**src/rtl/spi_cmd_pkg.sv**
```systemverilog
package spi_cmd_pkg;

  localparam int ADDR_W = 12;

  localparam logic [7:0] HDR_CMD  = 8'hC1;
  localparam logic [7:0] HDR_ADR  = 8'hC2;
  localparam logic [7:0] RSP_ACK  = 8'h41;
  localparam logic [7:0] RSP_NACK = 8'h4E;
  localparam logic [7:0] FILL     = 8'h00;
  localparam logic [7:0] CRC_POLY = 8'h07;

  typedef enum logic [2:0] {
    ST_CMD,   // waiting for a command byte
    ST_ADR,   // low address byte
    ST_WDAT,  // write payload bytes
    ST_CRC,   // check byte from the master
    ST_STAT,  // accepting status byte in flight
    ST_RDAT,  // read payload bytes in flight
    ST_NSTAT, // rejecting status byte in flight
    ST_HOLD   // busy: discard bytes
  } fsm_e;

  // one byte through the CRC, bit by bit, most significant first
  function automatic logic [7:0] crc8_step(input logic [7:0] crc_in, input logic [7:0] data);
    logic [7:0] c;
    logic fb;
    c = crc_in;
    for (int i = 7; i >= 0; i--) begin
      fb = c[7] ^ data[i];
      c  = {c[6:0], 1'b0} ^ (fb ? CRC_POLY : 8'h00);
    end
    return c;
  endfunction

  // payload size from the two length bits
  function automatic logic [3:0] len_bytes(input logic [1:0] code);
    return 4'd1 << code;
  endfunction

endpackage

```
**src/rtl/spi_byte_shifter.sv**
```systemverilog
module spi_byte_shifter #(
  parameter int SYNC_STAGES = 2
) (
  input  logic       clk,
  input  logic       rst_n,
  input  logic       sclk,
  input  logic       csel_n,
  input  logic       mosi,
  input  logic       abort,
  input  logic       tx_load,
  input  logic [7:0] tx_byte,
  output logic       miso,
  output logic       byte_done,
  output logic [7:0] rx_byte,
  output logic       bit_idle
);
  import spi_cmd_pkg::*;

  localparam int TOP = SYNC_STAGES - 1;

  logic [TOP:0] sclk_q, mosi_q, cs_q;
  logic         sclk_d;
  logic [2:0]   bit_cnt;
  logic [7:0]   rx_sr, tx_sr;

  always_ff @(posedge clk or negedge rst_n) begin
    if (!rst_n) begin
      sclk_q <= '0;
      mosi_q <= '0;
      cs_q   <= '1;
      sclk_d <= 1'b0;
    end else begin
      sclk_q <= {sclk_q[TOP-1:0], sclk};
      mosi_q <= {mosi_q[TOP-1:0], mosi};
      cs_q   <= {cs_q[TOP-1:0], csel_n};
      sclk_d <= sclk_q[TOP];
    end
  end

  logic sel, sck_rise, sck_fall;
  assign sel      = ~cs_q[TOP];
  assign sck_rise = sel &  sclk_q[TOP] & ~sclk_d;
  assign sck_fall = sel & ~sclk_q[TOP] &  sclk_d;

  always_ff @(posedge clk or negedge rst_n) begin
    if (!rst_n) begin
      bit_cnt   <= '0;
      rx_sr     <= '0;
      rx_byte   <= '0;
      byte_done <= 1'b0;
    end else begin
      byte_done <= 1'b0;
      if (abort || !sel) begin
        bit_cnt <= '0;
      end else if (sck_rise) begin
        rx_sr <= {rx_sr[6:0], mosi_q[TOP]};
        if (bit_cnt == 3'd7) begin
          rx_byte   <= {rx_sr[6:0], mosi_q[TOP]};
          byte_done <= 1'b1;
        end
        bit_cnt <= bit_cnt + 3'd1;
      end
    end
  end

  // no shift on the falling edge that trails the eighth bit
  always_ff @(posedge clk or negedge rst_n) begin
    if (!rst_n)
      tx_sr <= HDR_CMD;
    else if (tx_load)
      tx_sr <= tx_byte;
    else if (sck_fall && bit_cnt != 3'd0)
      tx_sr <= {tx_sr[6:0], 1'b0};
  end

  assign miso     = tx_sr[7];
  assign bit_idle = (bit_cnt == 3'd0);

  // every assembled byte is reported exactly once
  p_done_pulse_r2: assert property (@(posedge clk) disable iff (!rst_n)
    byte_done |=> !byte_done);

endmodule

```
**src/rtl/spi_idle_timer.sv**
```systemverilog
module spi_idle_timer #(
  parameter int TMO_W = 16
) (
  input  logic             clk,
  input  logic             rst_n,
  input  logic             run,
  input  logic             restart,
  input  logic [TMO_W-1:0] limit,
  output logic             expired
);
  logic [TMO_W-1:0] cnt;

  assign expired = run && !restart && (limit != '0) && (cnt == limit - 1'b1);

  always_ff @(posedge clk or negedge rst_n) begin
    if (!rst_n)
      cnt <= '0;
    else if (!run || restart || expired)
      cnt <= '0;
    else
      cnt <= cnt + 1'b1;
  end

  // a restart always grants at least one quiet cycle before expiry
  p_restart_quiet_r8: assert property (@(posedge clk) disable iff (!rst_n)
    (restart && limit > 1 && $stable(limit)) |=> !expired);

endmodule

```
**src/rtl/spi_frame_ctrl.sv**
```systemverilog
module spi_frame_ctrl #(
  parameter int DATA_BYTES = 8
) (
  input  logic                           clk,
  input  logic                           rst_n,
  input  logic                           byte_done,
  input  logic [7:0]                     rx_byte,
  input  logic                           bit_idle,
  input  logic                           crc_en,
  input  logic                           reg_busy,
  input  logic [8*DATA_BYTES-1:0]        reg_rdata,
  input  logic                           tmo_expired,
  output logic                           tx_load,
  output logic [7:0]                     tx_byte,
  output logic                           frame_run,
  output logic                           byte_abort,
  output logic                           reg_rd,
  output logic                           reg_wr,
  output logic [spi_cmd_pkg::ADDR_W-1:0] reg_addr,
  output logic [8*DATA_BYTES-1:0]        reg_wdata
);
  import spi_cmd_pkg::*;

  localparam int DATA_W = 8 * DATA_BYTES;
  localparam int IDX_W  = (DATA_BYTES > 1) ? $clog2(DATA_BYTES) : 1;

  fsm_e              state, nstate;
  logic              is_wr;
  logic [3:0]        len_q, idx_q;
  logic [ADDR_W-1:0] addr_q;
  logic [DATA_W-1:0] wbuf, rbuf;
  logic [7:0]        crc_q;

  // internal events, named for the assertions
  logic       go_decide, accept, crc_good, last_idx;
  logic [7:0] crc_next, rbyte_next;

  assign crc_next   = crc8_step(crc_q, rx_byte);
  assign last_idx   = (idx_q == len_q - 4'd1);
  assign crc_good   = (state != ST_CRC) || (rx_byte == crc_q);
  assign accept     = crc_good && !reg_busy;
  assign rbyte_next = (state == ST_STAT) ? rbuf[7:0]
                                         : rbuf[8*(idx_q[IDX_W-1:0] + 1'b1) +: 8];

  always_comb begin
    nstate    = state;
    tx_load   = 1'b0;
    tx_byte   = FILL;
    go_decide = 1'b0;
    if (tmo_expired) begin
      nstate  = ST_CMD;
      tx_load = 1'b1;
      tx_byte = HDR_CMD;
    end else if (byte_done) begin
      tx_load = 1'b1;
      unique case (state)
        ST_CMD:  begin nstate = ST_ADR; tx_byte = HDR_ADR; end
        ST_ADR:  if (is_wr) nstate = ST_WDAT;
                 else if (crc_en) nstate = ST_CRC;
                 else go_decide = 1'b1;
        ST_WDAT: if (last_idx) begin
                   if (crc_en) nstate = ST_CRC;
                   else go_decide = 1'b1;
                 end
        ST_CRC:  go_decide = 1'b1;
        ST_STAT: if (is_wr) begin nstate = ST_CMD; tx_byte = HDR_CMD; end
                 else begin nstate = ST_RDAT; tx_byte = rbyte_next; end
        ST_RDAT: if (last_idx) begin nstate = ST_CMD; tx_byte = HDR_CMD; end
                 else tx_byte = rbyte_next;
        ST_NSTAT: if (reg_busy) begin nstate = ST_HOLD; tx_byte = RSP_NACK; end
                  else begin nstate = ST_CMD; tx_byte = HDR_CMD; end
        default: tx_byte = RSP_NACK; // ST_HOLD: discard
      endcase
      if (go_decide) begin
        nstate  = accept ? ST_STAT : ST_NSTAT;
        tx_byte = accept ? RSP_ACK : RSP_NACK;
      end
    end else if (state == ST_HOLD && !reg_busy && bit_idle) begin
      nstate  = ST_CMD;
      tx_load = 1'b1;
      tx_byte = HDR_CMD;
    end
  end

  always_ff @(posedge clk or negedge rst_n) begin
    if (!rst_n) begin
      state  <= ST_CMD;
      is_wr  <= 1'b0;
      len_q  <= 4'd1;
      idx_q  <= '0;
      addr_q <= '0;
      wbuf   <= '0;
      rbuf   <= '0;
      crc_q  <= '0;
      reg_rd <= 1'b0;
      reg_wr <= 1'b0;
    end else begin
      state  <= nstate;
      reg_rd <= go_decide && accept && !is_wr;
      reg_wr <= go_decide && accept &&  is_wr;
      if (reg_rd) rbuf <= reg_rdata;
      if (byte_done) begin
        unique case (state)
          ST_CMD: begin
            is_wr        <= rx_byte[7];
            len_q        <= len_bytes(rx_byte[5:4]);
            addr_q[11:8] <= rx_byte[3:0];
            wbuf         <= '0;
            crc_q        <= crc8_step(8'h00, rx_byte);
            idx_q        <= '0;
          end
          ST_ADR: begin
            addr_q[7:0] <= rx_byte;
            crc_q       <= crc_next;
            idx_q       <= '0;
          end
          ST_WDAT: begin
            wbuf[8*idx_q[IDX_W-1:0] +: 8] <= rx_byte;
            crc_q <= crc_next;
            idx_q <= idx_q + 4'd1;
          end
          ST_STAT: idx_q <= '0;
          ST_RDAT: idx_q <= idx_q + 4'd1;
          default: ;
        endcase
      end
    end
  end

  assign reg_addr   = addr_q;
  assign reg_wdata  = wbuf;
  assign byte_abort = tmo_expired;
  assign frame_run  = (state != ST_HOLD) && (state != ST_CMD || !bit_idle);

  // a write strobe is a single pulse
  p_wr_pulse_r5: assert property (@(posedge clk) disable iff (!rst_n)
    reg_wr |=> !reg_wr);

  // a read strobe is a single pulse
  p_rd_pulse_r4: assert property (@(posedge clk) disable iff (!rst_n)
    reg_rd |=> !reg_rd);

  // no strobe follows a cycle in which busy was high
  p_no_strobe_busy_r7: assert property (@(posedge clk) disable iff (!rst_n)
    (reg_wr || reg_rd) |-> !$past(reg_busy));

  // the discard state never touches the register bus
  p_hold_silent_r7: assert property (@(posedge clk) disable iff (!rst_n)
    (state == ST_HOLD) |-> !(reg_wr || reg_rd));

  // a wrong check byte always leads to the rejecting status
  p_crc_bad_nack_r6: assert property (@(posedge clk) disable iff (!rst_n)
    (state == ST_CRC && byte_done && rx_byte != crc_q) |=> (state == ST_NSTAT && !reg_wr && !reg_rd));

  // an expiry leaves the engine waiting for a command, framer cleared
  p_timeout_to_cmd_r8: assert property (@(posedge clk) disable iff (!rst_n)
    tmo_expired |=> (state == ST_CMD && bit_idle));

endmodule

```
**src/rtl/spi_cmd_engine.sv**
```systemverilog
module spi_cmd_engine #(
  parameter int DATA_BYTES  = 8,
  parameter int TMO_W       = 16,
  parameter int SYNC_STAGES = 2
) (
  input  logic                           clk,
  input  logic                           rst_n,
  input  logic                           spi_sclk,
  input  logic                           spi_csn,
  input  logic                           spi_mosi,
  output logic                           spi_miso,
  input  logic                           cfg_crc_en,
  input  logic [TMO_W-1:0]               cfg_timeout,
  input  logic                           reg_busy,
  output logic                           reg_rd,
  output logic                           reg_wr,
  output logic [spi_cmd_pkg::ADDR_W-1:0] reg_addr,
  output logic [8*DATA_BYTES-1:0]        reg_wdata,
  input  logic [8*DATA_BYTES-1:0]        reg_rdata
);

  logic       byte_done, bit_idle, tx_load, frame_run, byte_abort, tmo_expired;
  logic [7:0] rx_byte, tx_byte;

  spi_byte_shifter #(.SYNC_STAGES(SYNC_STAGES)) u_shift (
    .clk       (clk),
    .rst_n     (rst_n),
    .sclk      (spi_sclk),
    .csel_n    (spi_csn),
    .mosi      (spi_mosi),
    .abort     (byte_abort),
    .tx_load   (tx_load),
    .tx_byte   (tx_byte),
    .miso      (spi_miso),
    .byte_done (byte_done),
    .rx_byte   (rx_byte),
    .bit_idle  (bit_idle)
  );

  spi_idle_timer #(.TMO_W(TMO_W)) u_timer (
    .clk     (clk),
    .rst_n   (rst_n),
    .run     (frame_run),
    .restart (byte_done),
    .limit   (cfg_timeout),
    .expired (tmo_expired)
  );

  spi_frame_ctrl #(.DATA_BYTES(DATA_BYTES)) u_ctrl (
    .clk         (clk),
    .rst_n       (rst_n),
    .byte_done   (byte_done),
    .rx_byte     (rx_byte),
    .bit_idle    (bit_idle),
    .crc_en      (cfg_crc_en),
    .reg_busy    (reg_busy),
    .reg_rdata   (reg_rdata),
    .tmo_expired (tmo_expired),
    .tx_load     (tx_load),
    .tx_byte     (tx_byte),
    .frame_run   (frame_run),
    .byte_abort  (byte_abort),
    .reg_rd      (reg_rd),
    .reg_wr      (reg_wr),
    .reg_addr    (reg_addr),
    .reg_wdata   (reg_wdata)
  );

endmodule

```
**config.mk**
```make
export PLATFORM = sky130hd
export DESIGN_NAME = spi_cmd_engine
export DESIGN_NICKNAME = d
export VERILOG_FILES = /design/src/rtl/spi_cmd_pkg.sv /design/src/rtl/spi_byte_shifter.sv /design/src/rtl/spi_idle_timer.sv /design/src/rtl/spi_frame_ctrl.sv /design/src/rtl/spi_cmd_engine.sv
export SDC_FILE = /design/constraint.sdc
export NUM_CORES = 1
export LEC_CHECK = 0
export ABC_AREA = 1
export BUFFER_PORTS_ARGS = -buffer_cell sky130_fd_sc_hd__buf_2
export CAP_MARGIN = 20
export CORE_UTILIZATION = 55
export CTS_CLUSTER_DIAMETER = 60
export DETAILED_ROUTE_END_ITERATION = 8
export PLACE_DENSITY = 0.77
export SYNTH_ARGS = -nofsm -noshare
export SYNTH_HDL_FRONTEND = slang
export SYNTH_HIERARCHICAL = 1
export SYNTH_SLANG_ARGS = --single-unit
```
**constraint.sdc**
```tcl
create_clock -name clk -period 3.4 [get_ports clk]
set_clock_uncertainty 0.2 [all_clocks]
set_input_delay 0.17 -clock clk [delete_from_list [all_inputs] [get_ports clk]]
set_output_delay 0.17 -clock clk [all_outputs]
set_load 0.01 [all_outputs]
```
==> results of run 1 <==
==> cells in the final DEF (no fill, tap or decap), types with 30 or more instances in the layout <==
cell type,instances
sky130_fd_sc_hd__buf_2,164
sky130_fd_sc_hd__dfrtp_1,205
sky130_fd_sc_hd__dlygate4sd3_1,70
sky130_fd_sc_hd__inv_1,135
sky130_fd_sc_hd__mux2_2,33
sky130_fd_sc_hd__nand2_1,359
sky130_fd_sc_hd__nand3_1,77
sky130_fd_sc_hd__nor2_1,105
sky130_fd_sc_hd__nor2_2,30
sky130_fd_sc_hd__o21ai_0,109
sky130_fd_sc_hd__o21ai_1,37
==> how the worst max path moves through the flow <==
stage | to | slack, ns | cells past startpoint
floorplan | u_shift/tx_sr[6] | 0.51 | 22
global placement | u_shift/tx_sr[6] | 0.36 | 22
detailed placement | u_shift/tx_sr[4] | 0.21 | 22
CTS | u_shift/tx_sr[4] | 0.20 | 22
global route | u_shift/tx_sr[4] | 0.01 | 22
finish | u_shift/tx_sr[6] | 0.39 | 22
==> timing repair <==
item	in CTS	in global routing
setup endpoints to repair	0	11
hold buffers	70	0
hold endpoints to repair	161	0
setup buffers	0	0
resized for setup	0	4
==> registers in the layout, summed over array words and instances (netlist names), 2 cells and up <==
name / flops
u_ctrl/crc_q: 8
u_ctrl/idx_q: 4
u_ctrl/len_q: 4
u_ctrl/rbuf: 64
u_ctrl/reg_addr: 12
u_ctrl/reg_wdata: 64
u_ctrl/state: 3
u_shift/bit_cnt: 3
u_shift/cs_q: 2
u_shift/mosi_q: 2
u_shift/rx_byte: 8
u_shift/rx_sr: 7
u_shift/sclk_q: 2
u_shift/tx_sr: 8
u_timer/cnt: 16
==> worst register-to-register path: stages (launching register included) <==
cell                       delay [ns]
sky130_fd_sc_hd__dfrtp_1         0.42
sky130_fd_sc_hd__nor2_1          0.18
sky130_fd_sc_hd__inv_1           0.10
sky130_fd_sc_hd__nor2_1          0.29
sky130_fd_sc_hd__a21boi_0        0.14
sky130_fd_sc_hd__inv_1           0.09
sky130_fd_sc_hd__nor2_2          0.05
sky130_fd_sc_hd__nand3_1         0.07
sky130_fd_sc_hd__nor2_1          0.05
sky130_fd_sc_hd__nand3_1         0.08
sky130_fd_sc_hd__nor3_1          0.05
sky130_fd_sc_hd__nand3b_1        0.10
sky130_fd_sc_hd__nor2_2          0.07
sky130_fd_sc_hd__nor2_2          0.28
sky130_fd_sc_hd__nand2_1         0.13
sky130_fd_sc_hd__nor4_1          0.25
sky130_fd_sc_hd__nand3_1         0.11
sky130_fd_sc_hd__nand2_1         0.06
sky130_fd_sc_hd__inv_1           0.04
sky130_fd_sc_hd__nand2_1         0.05
sky130_fd_sc_hd__nand2_1         0.05
sky130_fd_sc_hd__nand2_1         0.06
sky130_fd_sc_hd__nand2_1         0.05
==> metrics by stage <==
stage	instance area, µm²	std cells	util	hold WS, ns
final	13700	1865	0.697	0.0638
after global routing	13700	1865	0.697	0.0816
after CTS	13700	1865	0.696	0.0791
after detailed placement	12200	1751	0.619	0.0777
after global placement	12200	1751	0.619	0.0765
after floorplan	11100	1347	-	-0.326
==> cells by family (layout without fill, tap and decap cells) <==
group,Yosys count,after routing,synth area share
AOI/OAI and AO/OA,209,209,0.104
xor gates and xnor gates,51,51,0.0422
adders and majority gates,17,17,0.0192
buffers and inverters,191,444,0.0718
DFF,212,212,0.478
muxes,33,33,0.0335
and+or+nand+nor,634,634,0.251
==> final cells by class <==
type / instances / area, µm² / area share
Clock buffer: 33 / 674 / 0.0493
Sequential cell: 212 / 5310 / 0.388
Clock inverter: 11 / 133 / 0.00969
Tap cell: 265 / 332 / 0.0242
Multi-Input combinational cell: 944 / 5010 / 0.366
Timing Repair Buffer: 244 / 1640 / 0.120
Inverter: 156 / 591 / 0.0431
==> power groups by stage <==
| stage | registers [mW] | logic, mW | clock network (mW) |
|---|---|---|---|
| 2_1_floorplan | 2.69 | 0.254 | 0 |
| 3_3_place_gp | 2.71 | 0.407 | 0 |
| 3_5_place_dp | 2.71 | 0.419 | 0 |
| 4_1_cts | 2.67 | 0.480 | 2.65 |
| 5_1_grt | 2.68 | 0.550 | 2.77 |
| 6_report | 2.67 | 0.482 | 2.62 |
==> per-layer routing <==
layer	track usage	wire length (µm)	part of all wire
met1	0.355	11900	0.41
met2	0.480	13800	0.48
met3	0.0401	1810	0.063
met4	0.134	1280	0.044
met5	0	0	0
==> results.rst, run 1 <==
.. list-table::
   :header-rows: 1

   * - Metric
     - Value
   * - Status
     - complete, no violations
   * - Placed wire-length estimate after detailed placement
     - 19200 µm
   * - Final hold vios
     - 0
   * - Vias in the first global route
     - 9566
   * - Filler cells
     - 1580
   * - Die span in x
     - 144 µm
   * - CTS tree
     - built
   * - Average cell area after synthesis
     - 8.25 µm²
   * - Number of core rows
     - 51
   * - Number of buffers on the longest clock path
     - 3
   * - Top-Level Pins
     - 166
   * - Number of distinct standard cells referenced by the synthesized netlist
     - 49
   * - Number of flops mapped to enable cells by yosys
     - 0
   * - Unrepaired setup endpoints after global routing
     - false
   * - Arrival time worst endpoint
     - 3.27 ns
   * - Number of antenna violations at the first check in global routing
     - 0
   * - Worst-case register-to-register setup slack
     - 0.39 ns
   * - Final routed wire length divided by cell count
     - 15.5 µm
   * - Sw power
     - 1.41 mW
   * - Type of element launching the critical path
     - register
   * - Number of warnings issued by yosys
     - 6
   * - Most frequent cell on the critical path
     - sky130_fd_sc_hd__nand2_1
   * - Clock Sink Count
     - 212
   * - Share of Yosys cell area claimed by the top area cell type
     - 0.464
   * - Share of final-layout standard cells stronger than drive strength 1
     - 0.220
   * - Post-layout minimum cycle time
     - 3.01 ns
   * - Class of the tightest hold or removal check
     - in -> async
   * - Max Fclk
     - 0.333 GHz
   * - Maximum fanout along the worst path
     - 7
   * - Most numerous cell in the Yosys netlist
     - sky130_fd_sc_hd__nand2_1
   * - GRT overflow
     - 0
   * - Place WS
     - 0.209 ns
   * - Leakage power figure
     - 6.75 nW
   * - Antenna Diode Count
     - 0
   * - Number of buffers created by CTS
     - 24
   * - Pin count of the biggest net entering global routing
     - 93
   * - Depth of the most critical reg-to-reg path
     - 22
   * - Classification of the worst setup path
     - reg -> reg
   * - Required time reported for the critical path endpoint
     - 3.67 ns
   * - Period utilisation layout
     - 0.884
   * - Post-synth ARST share
     - 1.00
   * - Startpoint of the lowest-slack register-to-register path
     - u_ctrl/state[0]
   * - Syn nets
     - 1451
   * - Clock edge transition at the registers on the reported setup and hold paths
     - 0.07 ns
   * - Clock group share of total power
     - 0.454
   * - Number of DRC violations after detailed routing
     - 0
   * - Top cell types by occurrence after synthesis
     - sky130_fd_sc_hd__nand2_1 (360), sky130_fd_sc_hd__dfrtp_1 (206), sky130_fd_sc_hd__inv_1 (135)
   * - Slew at the pin closest to its max-slew limit
     - 0.763 ns
   * - Slew margin rel.
     - 0.491
   * - Max-slew violation total from the final report
     - 0
   * - Number of storage elements in the synthesis netlist
     - 212
   * - Layout area overhead
     - 23.3%
   * - Crit. Startpoint
     - u_ctrl/state[0]
   * - Final Setup Violations
     - 0
   * - Endpoint class of the critical path
     - register
   * - Buf+Inv Stages, Crit Path
     - 3
   * - Fraction of power consumed by combinational cells
     - 0.083
   * - Root buf cell
     - sky130_fd_sc_hd__clkbuf_16
   * - Violation count after the first detailed-routing iteration
     - 631
   * - Worst VDD drop
     - 0.354 mV
   * - Setup tns final
     - 0 ns
   * - Most used flip-flop cell after synthesis
     - sky130_fd_sc_hd__dfrtp_1
   * - IO Port Bufs
     - 165
   * - Number of violations of the max-capacitance limit
     - 0
   * - Ordered list of cells on the worst path
     - nor2_1, inv_1, nor2_1, a21boi_0, inv_1, nor2_2, nand3_1, nor2_1, nand3_1, nor3_1, nand3b_1, nor2_2, nor2_2, nand2_1, nor4_1, nand3_1, nand2_1, inv_1, nand2_1, nand2_1, nand2_1, nand2_1
   * - Sequential cell fraction of total power
     - 0.462
   * - Global-route wire length before repair
     - 46300 µm
   * - Cell area after synthesis
     - 11100 µm²
   * - Total power draw
     - 5.77 mW
   * - Avg Vias per Cell
     - 5.34
   * - Gate family responsible for the most delay along the worst path
     - simple AND/OR/NAND/NOR gates
   * - Vert. Die Dim
     - 144 µm
   * - Max stage delay on crit path
     - 0.42 ns
   * - Synthesized instance count
     - 1347
   * - Power density relative to cell area
     - 422 nW/µm²
   * - Total number of vias
     - 9955
   * - RD Place Congestion
     - 0.927
   * - Cell type with the highest aggregate area in the netlist
     - sky130_fd_sc_hd__dfrtp_1
   * - Sequential cell area fraction in the yosys report
     - 0.478
   * - Detail Route Antenna Nets
     - 0
   * - Switching power share of the total
     - 0.243
   * - Area of the die
     - 20800 µm²
   * - Cell types occupying the most area after synthesis
     - sky130_fd_sc_hd__dfrtp_1 (46%), sky130_fd_sc_hd__nand2_1 (12%), sky130_fd_sc_hd__o21ai_0 (4.9%)
   * - Capture point of the worst reg-to-reg path
     - u_shift/tx_sr[6]
   * - Global router's overall resource usage
     - 0.282
   * - Worst setup slack after layout
     - 0.394 ns
   * - Effective utilization at floorplan
     - 0.565
   * - Total Wirelength
     - 28800 µm
   * - Number of detailed-route iterations in the first pass
     - 5
   * - Core area
     - 19700 µm²
   * - CP max-delay cell
     - sky130_fd_sc_hd__dfrtp_1
   * - Skew-Pair Late Insertion Delay
     - 0.53 ns
   * - Final nets
     - 1686
   * - H-tree Lvls
     - 1
   * - Internal
     - 4.37 mW
(Power assumes the default switching activity.)
==> run 2, diff against run 1 <==
--- a/config.mk
+++ b/config.mk
@@ -5,13 +5,12 @@
 export SDC_FILE = /design/constraint.sdc
 export NUM_CORES = 1
 export LEC_CHECK = 0
-export ABC_AREA = 1
 export BUFFER_PORTS_ARGS = -buffer_cell sky130_fd_sc_hd__buf_2
 export CAP_MARGIN = 20
 export CORE_UTILIZATION = 55
 export CTS_CLUSTER_DIAMETER = 60
 export DETAILED_ROUTE_END_ITERATION = 8
-export PLACE_DENSITY = 0.77
+export PLACE_DENSITY = 0.78
 export SYNTH_ARGS = -nofsm -noshare
 export SYNTH_HDL_FRONTEND = slang
 export SYNTH_HIERARCHICAL = 1
==> results.rst, run 2 <==
.. list-table::
   :header-rows: 1

   * - Metric
     - Value
   * - Status
     - complete, no violations
   * - Endpoint class of the critical path
     - register
   * - Number of buffers created by CTS
     - 23 (-4.2%)
   * - Number of buffers on the longest clock path
     - 3 (unchanged)
   * - Most frequent standard cell in the layout excluding fill and tap cells
     - sky130_fd_sc_hd__dfrtp_1
   * - Ordered list of cells on the worst path
     - inv_1, ha_1, nand2b_1, inv_1, a21oi_1, nor2b_4, nand3_1, a2111oi_2, nand4_1, nor4_4, and2_4, buf_4, nor4b_4, nand2_4, mux2_2
   * - Final hold vios
     - 0 (unchanged)
   * - Average cell area after synthesis
     - 11.5 µm² (+40%)
   * - Vert. Die Dim
     - 141 µm (-1.8%)
   * - Power density relative to cell area
     - 438 nW/µm² (+3.8%)
   * - Global-route wire length before repair
     - 44500 µm (-3.7%)
   * - Classification of the worst setup path
     - reg -> reg
   * - Startpoint of the lowest-slack register-to-register path
     - u_shift/bit_cnt[0]
   * - Effective utilization at floorplan
     - 0.566 (+0.00103)
   * - Most frequent cells in the layout
     - sky130_fd_sc_hd__dfrtp_1 (205), sky130_fd_sc_hd__buf_2 (164), sky130_fd_sc_hd__mux2_2 (99), sky130_fd_sc_hd__dlygate4sd3_1 (69), sky130_fd_sc_hd__a22o_1 (67)
   * - Die span in x
     - 141 µm (-1.8%)
   * - Max Fclk
     - 0.317 GHz (-4.8%)
   * - Avg Vias per Cell
     - 5.88 (+10%)
   * - Core area
     - 18900 µm² (-3.9%)
   * - Number of detailed-route iterations in the first pass
     - 5 (unchanged)
   * - Area of the die
     - 20000 µm² (-3.6%)
   * - Area share of and/or/nand/nor cells after synthesis
     - 0.119 (-0.132)
   * - Root buf cell
     - sky130_fd_sc_hd__clkbuf_16
   * - Slew at the pin closest to its max-slew limit
     - 0.816 ns (+0.0531 ns)
   * - Hold depth
     - 6
   * - Type of element launching the critical path
     - register
   * - Skew-Pair Late Insertion Delay
     - 0.51 ns (-0.02 ns)
   * - Placed Cells
     - 1327 (-24%)
   * - Required time reported for the critical path endpoint
     - 3.60 ns (-0.07 ns)
   * - Largest family of logic cells by synthesized area
     - compound AO/OA/AOI/OAI gates
   * - Buf+Inv Stages, Crit Path
     - 3 (unchanged)
   * - Most numerous cell in the Yosys netlist
     - sky130_fd_sc_hd__dfrtp_1
   * - Global router's overall resource usage
     - 0.281 (-0.00164)
   * - Number of antenna violations at the first check in global routing
     - 1 (+1)
   * - Share of final-layout standard cells stronger than drive strength 1
     - 0.329 (+0.109)
   * - Sequential cell area fraction in the yosys report
     - 0.497 (+0.0184)
   * - Max stage delay on crit path
     - 0.39 ns (-0.03 ns)
   * - Worst VDD drop
     - 0.339 mV (-4.2%)
   * - Max-slew violation total from the final report
     - 0 (unchanged)
   * - Placed Instance Area
     - 11800 µm² (-2.7%)
   * - Number of distinct standard cells referenced by the synthesized netlist
     - 91 (+86%)
   * - End of the worst hold path
     - u_ctrl/reg_rd
   * - Adder-Cell Fraction of Synth Area
     - 0.0199 (+0.000735)
   * - Detail Route Antenna Nets
     - 0 (unchanged)
   * - Capture point of the worst reg-to-reg path
     - u_shift/rx_byte[6]
   * - Slew margin rel.
     - 0.455 (-0.0366)
   * - Final Setup Violations
     - 0 (unchanged)
   * - Cell area after synthesis
     - 10700 µm² (-3.7%)
   * - Post-layout minimum cycle time
     - 3.16 ns (+0.152 ns)
   * - GRT overflow
     - 0 (unchanged)
   * - Most frequent cell on the critical path
     - sky130_fd_sc_hd__inv_1
   * - Number of flops mapped to enable cells by yosys
     - 0 (unchanged)
   * - Gate family responsible for the most delay along the worst path
     - simple AND/OR/NAND/NOR gates
   * - Fin area
     - 13400 µm² (-2.4%)
   * - Combined area of the multi-input logic cells
     - 5070 µm² (+1.3%)
   * - Number of warnings issued by yosys
     - 6 (unchanged)
   * - Synthesized instance count
     - 929 (-31%)
   * - IO Port Bufs
     - 165 (unchanged)
   * - Leakage power figure
     - 6.40 nW (-5.3%)
   * - Xor and xnor area share after synthesis
     - 0.0588 (+0.0166)
   * - Period utilisation layout
     - 0.929 (+0.0446)
   * - Clock edge transition at the registers on the reported setup and hold paths
     - 0.06 ns (about the same)
   * - Top cell types by occurrence after synthesis
     - sky130_fd_sc_hd__dfrtp_1 (206), sky130_fd_sc_hd__mux2_2 (99), sky130_fd_sc_hd__a22o_1 (67)
   * - Finished Layout Cells
     - 1440 (-23%)
   * - Top-Level Pins
     - 166 (unchanged)
   * - Clock Sink Count
     - 212 (unchanged)
   * - RD Place Congestion
     - 0.921 (-0.67%)
   * - CTS tree
     - built
   * - Share of Yosys cell area claimed by the top area cell type
     - 0.482 (+0.0178)
   * - Vias in the first global route
     - 8605 (-10%)
   * - Total Wirelength
     - 27100 µm (-5.9%)
   * - Final routed wire length divided by cell count
     - 18.8 µm (+22%)
   * - Number of storage elements in the synthesis netlist
     - 212 (unchanged)
   * - Worst-case register-to-register setup slack
     - 0.24 ns (-0.15 ns)
   * - Start point of the worst hold path
     - cfg_crc_en
   * - Most used flip-flop cell after synthesis
     - sky130_fd_sc_hd__dfrtp_1
   * - Number of DRC violations after detailed routing
     - 0 (unchanged)
   * - Number of violations of the max-capacitance limit
     - 0 (unchanged)
   * - Compound-cell area share of the yosys netlist
     - 0.143 (+0.0388)
   * - Layout area overhead
     - 24.9%
   * - Syn nets
     - 1033 (-29%)
   * - Antenna Diode Count
     - 0 (unchanged)
   * - Violation count after the first detailed-routing iteration
     - 627 (-0.63%)
   * - Mux contribution to synthesized area
     - 0.131 (+0.0972)
   * - Post-synth ARST share
     - 1.00 (unchanged)
   * - Depth of the most critical reg-to-reg path
     - 15 (-32%)
   * - CP max-delay cell
     - sky130_fd_sc_hd__dfrtp_1
   * - Arrival time worst endpoint
     - 3.35 ns (+0.08 ns)
   * - Cell types occupying the most area after synthesis
     - sky130_fd_sc_hd__dfrtp_1 (48%), sky130_fd_sc_hd__mux2_2 (10%), sky130_fd_sc_hd__a22o_1 (5.5%)
   * - Pin count of the biggest net entering global routing
     - 87 (-6.5%)
   * - Cell type with the highest aggregate area in the netlist
     - sky130_fd_sc_hd__dfrtp_1
   * - Area used by sequential logic in the layout
     - 5310 µm² (unchanged)
   * - Final nets
     - 1270 (-25%)
   * - Maximum fanout along the worst path
     - 9 (+2)
   * - Number of core rows
     - 50 (-2.0%)
   * - Filler cells
     - 1350 (-15%)
   * - Total number of vias
     - 8471 (-15%)
   * - H-tree Lvls
     - 1 (unchanged)
   * - Total power draw
     - 5.85 mW (+1.2%)
   * - Class of the tightest hold or removal check
     - in -> reg
   * - Placed wire-length estimate after detailed placement
     - 16900 µm (-12%)
[run 2: changes by cell type in the layout (fill, tap and decap cells not counted), sizes merged, moves of 66 or more]
cell and change:
o21ai -117, nand2 -314, nor2 -104, a22o +67, inv -134, mux2 +66, nand3 -67
[run 2: power by group]
part	internal, mW	leakage, nW	switching [mW]
Sequential	2.65	2.89	0.114
Clock	1.52	0.364	1.01
Combinational	0.279	3.15	0.281
[run 2: routing by layer]
layer	share of wire	GRT usage	up-vias	wire, µm
met1	0.42	0.368	4211	11400
met5	0	0	-	0
met2	0.50	0.483	322	13600
met3	0.055	0.0405	54	1490
met4	0.024	0.0872	0	661
li1	-	-	3884	-
[run 2: kinds of logic after synthesis]
group / count (synthesis)
compound gates: 214
fa+ha+maj: 17
simple gates: 222
mux: 116
xor+xnor: 67
flops: 212
buf+inv: 81
[run 2: how the worst max path moves through the flow]
stage                     cells past startpoint                from            endpoint
final                                        15  u_shift/bit_cnt[0]  u_shift/rx_byte[6]
after global routing                         16  u_shift/bit_cnt[0]    u_shift/tx_sr[2]
after CTS                                    17  u_shift/bit_cnt[0]    u_shift/tx_sr[6]
after detailed placement                     16  u_shift/bit_cnt[0]    u_shift/tx_sr[1]
after global placement                       16  u_shift/bit_cnt[0]    u_shift/tx_sr[1]
after floorplan                              19  u_shift/bit_cnt[0]    u_shift/tx_sr[6]
[run 2: cell type report]
class                      count  share of cell area
inverter                      24             0.00675
multi-input combinational    636               0.380
clock inverter                 8             0.00937
timing repair buffer         267               0.134
sequential                   212               0.398
clock buffer                  31              0.0468
timing repair inverter         2             0.00112
tap                          260              0.0244
[run 2: worst register-to-register path: stages, from the launching register on]
cell	delay (ns)
sky130_fd_sc_hd__dfrtp_1	0.39
sky130_fd_sc_hd__inv_1	0.06
sky130_fd_sc_hd__ha_1	0.19
sky130_fd_sc_hd__nand2b_1	0.10
sky130_fd_sc_hd__inv_1	0.06
sky130_fd_sc_hd__a21oi_1	0.14
sky130_fd_sc_hd__nor2b_4	0.19
sky130_fd_sc_hd__nand3_1	0.10
sky130_fd_sc_hd__a2111oi_2	0.21
sky130_fd_sc_hd__nand4_1	0.21
sky130_fd_sc_hd__nor4_4	0.27
sky130_fd_sc_hd__and2_4	0.25
sky130_fd_sc_hd__buf_4	0.14
sky130_fd_sc_hd__nor4b_4	0.05
sky130_fd_sc_hd__nand2_4	0.14
sky130_fd_sc_hd__mux2_2	0.36
[run 2: repair_timing]
item	4_1_cts	5_1_grt
gates resized for setup	2	10
hold buffers	69	0
endpoints found under the setup margin	9	11
pin swaps	1	4
gates cloned	0	2
buffers inserted	0	3
hold endpoints to repair	152	0
[run 2: metrics by stage]
| step | setup slack [ns] | utilization | hold WS [ns] | setup TNS, ns |
|---|---|---|---|---|
| after CTS | 0.0197 | 0.703 | 0.0415 | 0 |
| after floorplan | 0.00789 | - | -0.326 | 0 |
| after global routing | -0.0320 | 0.707 | 0.0970 | -0.0709 |
| after detailed placement | -0.0779 | 0.627 | 0.0676 | -0.383 |
| after global placement | 0.0834 | 0.627 | 0.0591 | 0 |
| final | 0.243 | 0.707 | 0.0595 | 0 |
